==> config.mk <==
export PLATFORM = sky130hd
export DESIGN_NAME = fifo_skew
export DESIGN_NICKNAME = d
export VERILOG_FILES = /design/src/rtl/fifo_skew_pkg.sv /design/src/rtl/fifo_skew_store.sv /design/src/rtl/fifo_skew_flag.sv /design/src/rtl/fifo_skew.sv
export SDC_FILE = /design/constraint.sdc
export NUM_CORES = 1
export LEC_CHECK = 0
export ABC_AREA = 0
export BUFFER_PORTS_ARGS = -buffer_cell sky130_fd_sc_hd__buf_4
export CORE_AREA = 2 2 219 156
export CTS_BUF_LIST = sky130_fd_sc_hd__clkbuf_4 sky130_fd_sc_hd__clkbuf_8
export CTS_CLUSTER_SIZE = 14
export DETAILED_ROUTE_END_ITERATION = 16
export DIE_AREA = 0 0 221 158
export GPL_ROUTABILITY_DRIVEN = 0
export PLACE_DENSITY = 0.56
export REMOVE_ABC_BUFFERS = 1
export SYNTH_ARGS = -nofsm -noshare
export SYNTH_HDL_FRONTEND = slang
export SYNTH_HIERARCHICAL = 1
export SYNTH_SLANG_ARGS = --single-unit
==> constraint.sdc <==
create_clock -name clk -period 2.8 [get_ports clk]
set_input_delay 0.42 -clock clk [delete_from_list [all_inputs] [get_ports clk]]
set_output_delay 0.42 -clock clk [all_outputs]
set_load 0.02 [all_outputs]
==> src/rtl/fifo_skew_pkg.sv <==
package fifo_skew_pkg;

   function automatic bit is_pow2(input int unsigned v);
      return (v != 0) && ((v & (v - 1)) == 0);
   endfunction

endpackage

==> src/rtl/fifo_skew_store.sv <==
module fifo_skew_store #(
   parameter int DW    = 16,
   parameter int DEPTH = 16,
   localparam int AW   = $clog2(DEPTH),
   localparam int CW   = AW + 1
) (
   input  logic          clk,
   input  logic          rst,
   input  logic          wr_req,
   input  logic [DW-1:0] wr_data,
   input  logic          rd_req,
   output logic [DW-1:0] rd_data,
   output logic [CW-1:0] occ,
   output logic [CW-1:0] occ_next,
   output logic          ovf
);

   localparam logic [CW-1:0] FULL = CW'(DEPTH);

   logic [DW-1:0] mem [DEPTH];
   logic [AW-1:0] wptr, rptr;
   logic          wr_ok;

   assign wr_ok = wr_req && (occ != FULL);

   always_comb begin
      occ_next = occ;
      if (wr_ok && !rd_req)      occ_next = occ + 1'b1;
      else if (!wr_ok && rd_req) occ_next = occ - 1'b1;
   end

   always_ff @(posedge clk) begin
      if (wr_ok) mem[wptr] <= wr_data;
   end

   always_ff @(posedge clk) begin
      if (rst) begin
         wptr    <= '0;
         rptr    <= '0;
         occ     <= '0;
         rd_data <= '0;
         ovf     <= 1'b0;
      end else begin
         occ <= occ_next;
         if (wr_ok) wptr <= wptr + 1'b1;
         if (rd_req) begin
            rd_data <= mem[rptr];
            rptr    <= rptr + 1'b1;
         end
         if (wr_req && !wr_ok) ovf <= 1'b1;
      end
   end

endmodule

==> src/rtl/fifo_skew_flag.sv <==
module fifo_skew_flag #(
   parameter int DEPTH = 16,
   localparam int CW   = $clog2(DEPTH) + 1
) (
   input  logic          clk,
   input  logic          rst,
   input  logic          lag_en,
   input  logic [CW-1:0] occ_next,
   output logic          empty_n,
   output logic          lag_held
);

   logic hold;

   // Hold the flag low for exactly one extra cycle on the empty to non-empty change.
   assign hold = !empty_n && (occ_next != '0) && lag_en && !lag_held;

   always_ff @(posedge clk) begin
      if (rst) begin
         empty_n  <= 1'b0;
         lag_held <= 1'b0;
      end else begin
         empty_n  <= (occ_next != '0) && !hold;
         lag_held <= hold;
      end
   end

endmodule

==> src/rtl/fifo_skew.sv <==
module fifo_skew #(
   parameter int DW    = 16,
   parameter int DEPTH = 16
) (
   input  logic          clk,
   input  logic          rst,
   input  logic          wr_n,
   input  logic [DW-1:0] wr_data,
   input  logic          rd_n,
   input  logic          lag_en,
   output logic [DW-1:0] rd_data,
   output logic          empty_n
);

   import fifo_skew_pkg::*;

   localparam int CW = $clog2(DEPTH) + 1;

   generate
      if (!is_pow2(DEPTH) || DEPTH < 2) begin : g_bad_depth
         $error("fifo_skew: DEPTH must be a power of two of at least 2");
      end
      if (DW < 1) begin : g_bad_width
         $error("fifo_skew: DW must be at least 1");
      end
   endgenerate

   logic          rd_acc;
   logic [CW-1:0] occ, occ_next;
   logic          ovf, lag_held;

   // A read counts only when the flag visible to the reader shows non-empty.
   assign rd_acc = !rd_n && empty_n;

   fifo_skew_store #(.DW(DW), .DEPTH(DEPTH)) u_store (
      .clk      (clk),
      .rst      (rst),
      .wr_req   (!wr_n),
      .wr_data  (wr_data),
      .rd_req   (rd_acc),
      .rd_data  (rd_data),
      .occ      (occ),
      .occ_next (occ_next),
      .ovf      (ovf)
   );

   fifo_skew_flag #(.DEPTH(DEPTH)) u_flag (
      .clk      (clk),
      .rst      (rst),
      .lag_en   (lag_en),
      .occ_next (occ_next),
      .empty_n  (empty_n),
      .lag_held (lag_held)
   );

endmodule

==> impl_metrics.csv, run 1 <==
group,metric,value,unit
status,status,"finished clean",
sta,whs,0.1587,ns
clock_tree,cts.sinks,287,
final_layout,final_nets,817,
sta,skew,0.01520,ns
sta,finalCriticalPeriod,2.320,ns
die,dieHeight,158,microns
grt,busiest_layer,"met1",
setup_path,critPathMaxFanout,17,
logic_synthesis,syn_inst,710,
sta,fmax,431.0,MHz
setup_path,required,3.23,ns
route,drt-initial-drc-count,530,
clock_tree,htreeDepth,2,
sta,postLayoutSetupSlackWorst,0.4798,ns
die,pin_count,38,
setup_path,path_class,"reg2reg",
sta,hold_viol,0,
grt,grt.met1_usage,21.20,%
clock_tree,clk_transition_reported_paths,0.07,ns
die,fp-row-count,56,
final_layout,layout-drive-gt1-share,21.63,%
placement,placed_area,12310,sq um
sta,finalCritPeriodShare,82.86,%
die,core,33000,sq um
clock_tree,cts_tree,"built",
route,wl,24600,microns
power,ir_drop,0.0004169,V
placement,portBuffers,37,
placement,preCtsSetupSlack,0.3911,ns
route,avgRoutedWirePerCell,19.55,microns
grt,use_met3,3.044,%
sta,tightestPinTransition,0.5413,ns
sta,setup_viol_count_final,0,
grt,antenna_found_initial,0,
route,drt-pass1-iter-count,5,
grt,grt_pass1_wl,37350,microns
final_layout,final_cell_mix,"edfxtp_1, mux2i_1, buf_4, nand3_1, clkbuf_8",
final_layout,antenna_cells,0,
logic_synthesis,synth_warnings,6,
route,num_vias,6092,
setup_path,worstSetupEndpointType,"register",
final_layout,postLayoutCellArea,13260,sq um
setup_path,reg2reg_slack,0.48,ns
die,die_area,34920,sq um
clock_tree,ctsResizeCount,0,
setup_path,start_kind,"register",
logic_synthesis,syn_area,11340,sq um
clock_tree,hold_buffers,0,
setup_path,arrival,2.75,ns
die,initial_utilization,34.36,%
sta,grt_setup_unrepaired,"false",
final_layout,syn_to_final_growth,16.90,%
power,powerDensity,742.0,nW/um^2
clock_tree,clockBufferDepth,3,
grt,grt_use_total,14.28,%
route,vias_per_cell,4.843,
sta,tns,0,ns
grt,grt_max_degree,43,
final_layout,layout_commonest_cell,"edfxtp_1",
run,max-cap-violations,0,
grt,grt_pass1_vias,6018,
worst_hold_path,hold_class,"in2reg",
clock_tree,cts_root_buffer,"clkbuf_8",
grt,overflow,0,
grt,grt_use_met2,20.98,%
route,antenna_left,0,
power,power_leakage,4.366,nW
route,drc,0,
sta,slew_violations,0,
die,die_w,221,microns
placement,dp_hpwl,14020,microns
clock_tree,clk_latency,0.56,ns
clock_tree,cts_setup_buffers,0,
clock_tree,numCtsBuffers,44,
sta,slew_headroom,63.91,%
logic_synthesis,synth.avg_cell_area,15.97,sq um
[per-layer routing]
layer | up-vias | part of all wire, %
li1 | 2895 | -
met1 | 2988 | 47
met2 | 174 | 44
met3 | 35 | 7.9
met4 | 0 | 1.5
met5 | - | 0
[flip-flops by register name (all words and copies together) (netlist names)]
signal and count:
u_store/wptr 4, u_flag/empty_n 1, u_flag/lag_held 1, u_store/mem 256, u_store/rd_data 16, u_store/occ 5, u_store/rptr 4
[through the flow]
| step | util, % | total power, mW | cells |
|---|---|---|---|
| floorplan | - | 5.994 | 668 |
| global placement | 37.29 | 6.226 | 1178 |
| detailed placement | 37.29 | 6.238 | 1178 |
| CTS | 40.17 | 9.973 | 1258 |
| global route | 40.17 | 10.26 | 1258 |
| finish | 40.17 | 9.836 | 1258 |
[final cells by class]
cell class / instances / area [sq um]
Tap cell: 435 / 544.3
Clock buffer: 65 / 800.8
Clock inverter: 15 / 148.9
Timing Repair Buffer: 75 / 588.1
Multi-Input combinational cell: 374 / 2836
Inverter: 7 / 26.28
Sequential cell: 287 / 8312
Fill cell: 3023 / 19750
[worst max-delay path: stages (launching register included)]
cell and delay, ns:
dfxtp_1 0.37, nor2b_4 0.46, or4b_1 0.49, a21oi_1 0.18, o21a_1 0.18, nor2_1 0.05
nor4_1 0.33, a211oi_1 0.13
[path summary, 6_finish.rpt]
path / from / to / cells past startpoint
max: u_flag/empty_n / u_flag/empty_n / 7
min: wr_data[14] / u_store/mem[0][14] / 1
max reg2reg: u_flag/empty_n / u_flag/empty_n / 7
min reg2reg: u_store/rd_data[12] / u_store/rd_data[12] / 2
[where the power goes]
group / internal [mW] / switching, mW / total (mW)
clock: 2.11 / 1.59 / 3.70
sequential: 4.79 / 0.0968 / 4.89
combinational: 0.543 / 0.704 / 1.25
total: 7.45 / 2.39 / 9.84
Note: power is estimated with default switching activity, not from simulation.
==> inputs of run 2 (changes only) <==
Clock period 2.8 ns to 2 ns, I/O delays scaled along.
==> run 2 against run 1 <==
Sequential power is 39% higher. Clock skew is 0.016 ns higher. Flip-flop and latch count is the same. Hold slack got worse by 0.11 ns. First-iteration DRC count unchanged. Largest cell class unchanged.
==> impl_metrics.csv, run 2 (synthesized netlist as in run 1, its figures left out) <==
group,metric,value,unit
status,status,"finished clean",
placement,placed_area,12650,sq um
placement,dp_hpwl,15220,microns
setup_path,worstSetupEndpointType,"register",
die,core,33000,sq um
grt,grt_pass1_vias,6210,
route,num_vias,6311,
route,wl,25880,microns
final_layout,fin_util,41.41,%
setup_path,ff2ff_path_depth,7,
die,dieHeight,158,microns
sta,grt_setup_unrepaired,"true",
route,drt-pass1-iter-count,5,
grt,grt_use_met2,22.20,%
clock_tree,numCtsBuffers,45,
grt,grt_pass1_wl,38980,microns
setup_path,crit_end,"u_store/mem[12][0]",
die,initial_utilization,34.36,%
clock_tree,clk_latency,0.57,ns
clock_tree,clk_transition_reported_paths,0.07,ns
final_layout,final_nets,840,
sta,finalCritPeriodShare,96.39,%
route,avgRoutedWirePerCell,20.21,microns
final_layout,syn_to_final_growth,20.50,%
die,fp-row-count,56,
final_layout,fillCellCount,2988,
clock_tree,cts_root_buffer,"clkbuf_8",
sta,finalCriticalPeriod,1.928,ns
sta,hold_viol,0,
route,antenna_left,0,
sta,tightestPinTransition,0.5021,ns
setup_path,r2r-start,"u_store/occ[0]",
grt,use_met3,2.970,%
sta,fmax,518.7,MHz
power,ir_drop,0.0006772,V
setup_path,slowest_delay,0.32,ns
clock_tree,cts.sinks,287,
clock_tree,htreeDepth,2,
sta,postLayoutSetupSlackWorst,0.07219,ns
setup_path,path_cells,"inv_1 -> ha_1 -> nand4bb_1 -> and2_4 -> nand2_1 -> nor2_2 -> buf_4",
final_layout,top_regs,"u_store/mem: 256 flops, u_store/rd_data: 16 flops, u_store/occ: 5 flops",
route,vias_per_cell,4.927,
placement,preCtsSetupSlack,0.03185,ns
placement,portBuffers,37,
grt,grt.met1_usage,22.30,%
setup_path,reg2reg_to,"u_store/mem[12][0]",
grt,busiest_layer,"met1",
worst_hold_path,hold_class,"in2reg",
setup_path,crit_family,"simple AND/OR/NAND/NOR gates",
grt,grt_max_degree,37,
die,pin_count,38,
setup_path,worstSetupPathDepth,7,
grt,overflow,0,
grt,grt_use_total,14.95,%
clock_tree,cts_tree,"built",
clock_tree,clockBufferDepth,3,
final_layout,layout-drive-gt1-share,24.70,%
route,drc,0,
clock_tree,hold_buffers,0,
final_layout,final_cell_mix,"edfxtp_1, mux2i_1, buf_4, nand3_1, clkbuf_8",
setup_path,reg2reg_slack,0.07,ns
die,die_w,221,microns
grt,antenna_found_initial,0,
worst_hold_path,whs_path_depth,1,
setup_path,start_kind,"register",
setup_path,arrival,2.19,ns
setup_path,required,2.26,ns
sta,skew,0.03139,ns
final_layout,antenna_cells,0,
setup_path,crit_slowest_cell,"dfxtp_1",
final_layout,multi_input_area,2865,sq um
die,die_area,34920,sq um
sta,tns,0,ns
sta,slew_violations,0,
power,powerDensity,1029,nW/um^2
setup_path,path_class,"reg2reg",
final_layout,regArea,8312,sq um
power,power_leakage,4.536,nW
final_layout,largest_reg_flops,256,
setup_path,critPathMaxFanout,5,
final_layout,largest_register,"u_store/mem",
setup_path,critPathBufInv,2,
route,drt-initial-drc-count,530,
sta,setup_viol_count_final,0,
final_layout,layout_commonest_cell,"edfxtp_1",
setup_path,critPathLaunch,"u_store/occ[0]",
final_layout,postLayoutCellArea,13660,sq um
run,max-cap-violations,0,
sta,slew_headroom,66.48,%
-- run 2: cell types whose count changed in the layout (fill, tap and decap cells not counted), sizes merged --
cell	previous run	this run
buf	75	97
clkbuf	65	72
clkinv	11	6
bufinv	3	2
-- run 2: worst min-delay path by stage --
stage / start / end / slack, ns
finish: wr_data[5] / u_store/mem[14][5] / 0.04
global route: wr_data[4] / u_store/mem[12][4] / 0.03
CTS: wr_data[5] / u_store/mem[14][5] / 0.004
detailed placement: u_store/rd_data[2] / u_store/rd_data[2] / 0.45
global placement: u_store/rd_data[2] / u_store/rd_data[2] / 0.45
floorplan: rst / u_store/occ[0] / 0.36
-- run 2: layer usage --
| layer | vias up | wire length (microns) |
|---|---|---|
| met2 | 156 | 11250 |
| li1 | 2952 | - |
| met3 | 30 | 1491 |
| met1 | 3173 | 12830 |
| met5 | - | 0 |
| met4 | 0 | 311 |
-- run 2: cell type report --
type	instances	share of cell area [%]
sequential	287	60.83
multi-input combinational	374	20.97
timing repair buffer	97	6.941
clock buffer	72	6.382
tap	435	3.983
clock inverter	9	0.7051
inverter	7	0.1923
-- run 2: metrics by stage --
stage                     cells  power, mW  hold WS (ns)
after floorplan             668      8.392        0.3643
after global routing       1281      14.67       0.02880
final                      1281      14.06       0.04419
after CTS                  1280      14.21      0.004446
after detailed placement   1199      8.918        0.4481
after global placement     1199      8.906        0.4473
-- run 2: what timing repair did --
action / 4_1_cts / 5_1_grt
setup endpoints to repair: 0 / 54
buffers inserted: 0 / 1
gates resized for setup: 0 / 9
-- run 2: where the power goes --
group	leakage [nW]	internal (mW)	switching, mW
sequential	2.57	6.71	0.114
combinational	1.45	0.913	1.07
clock	0.520	3.02	2.24
total	4.54	10.6	3.42
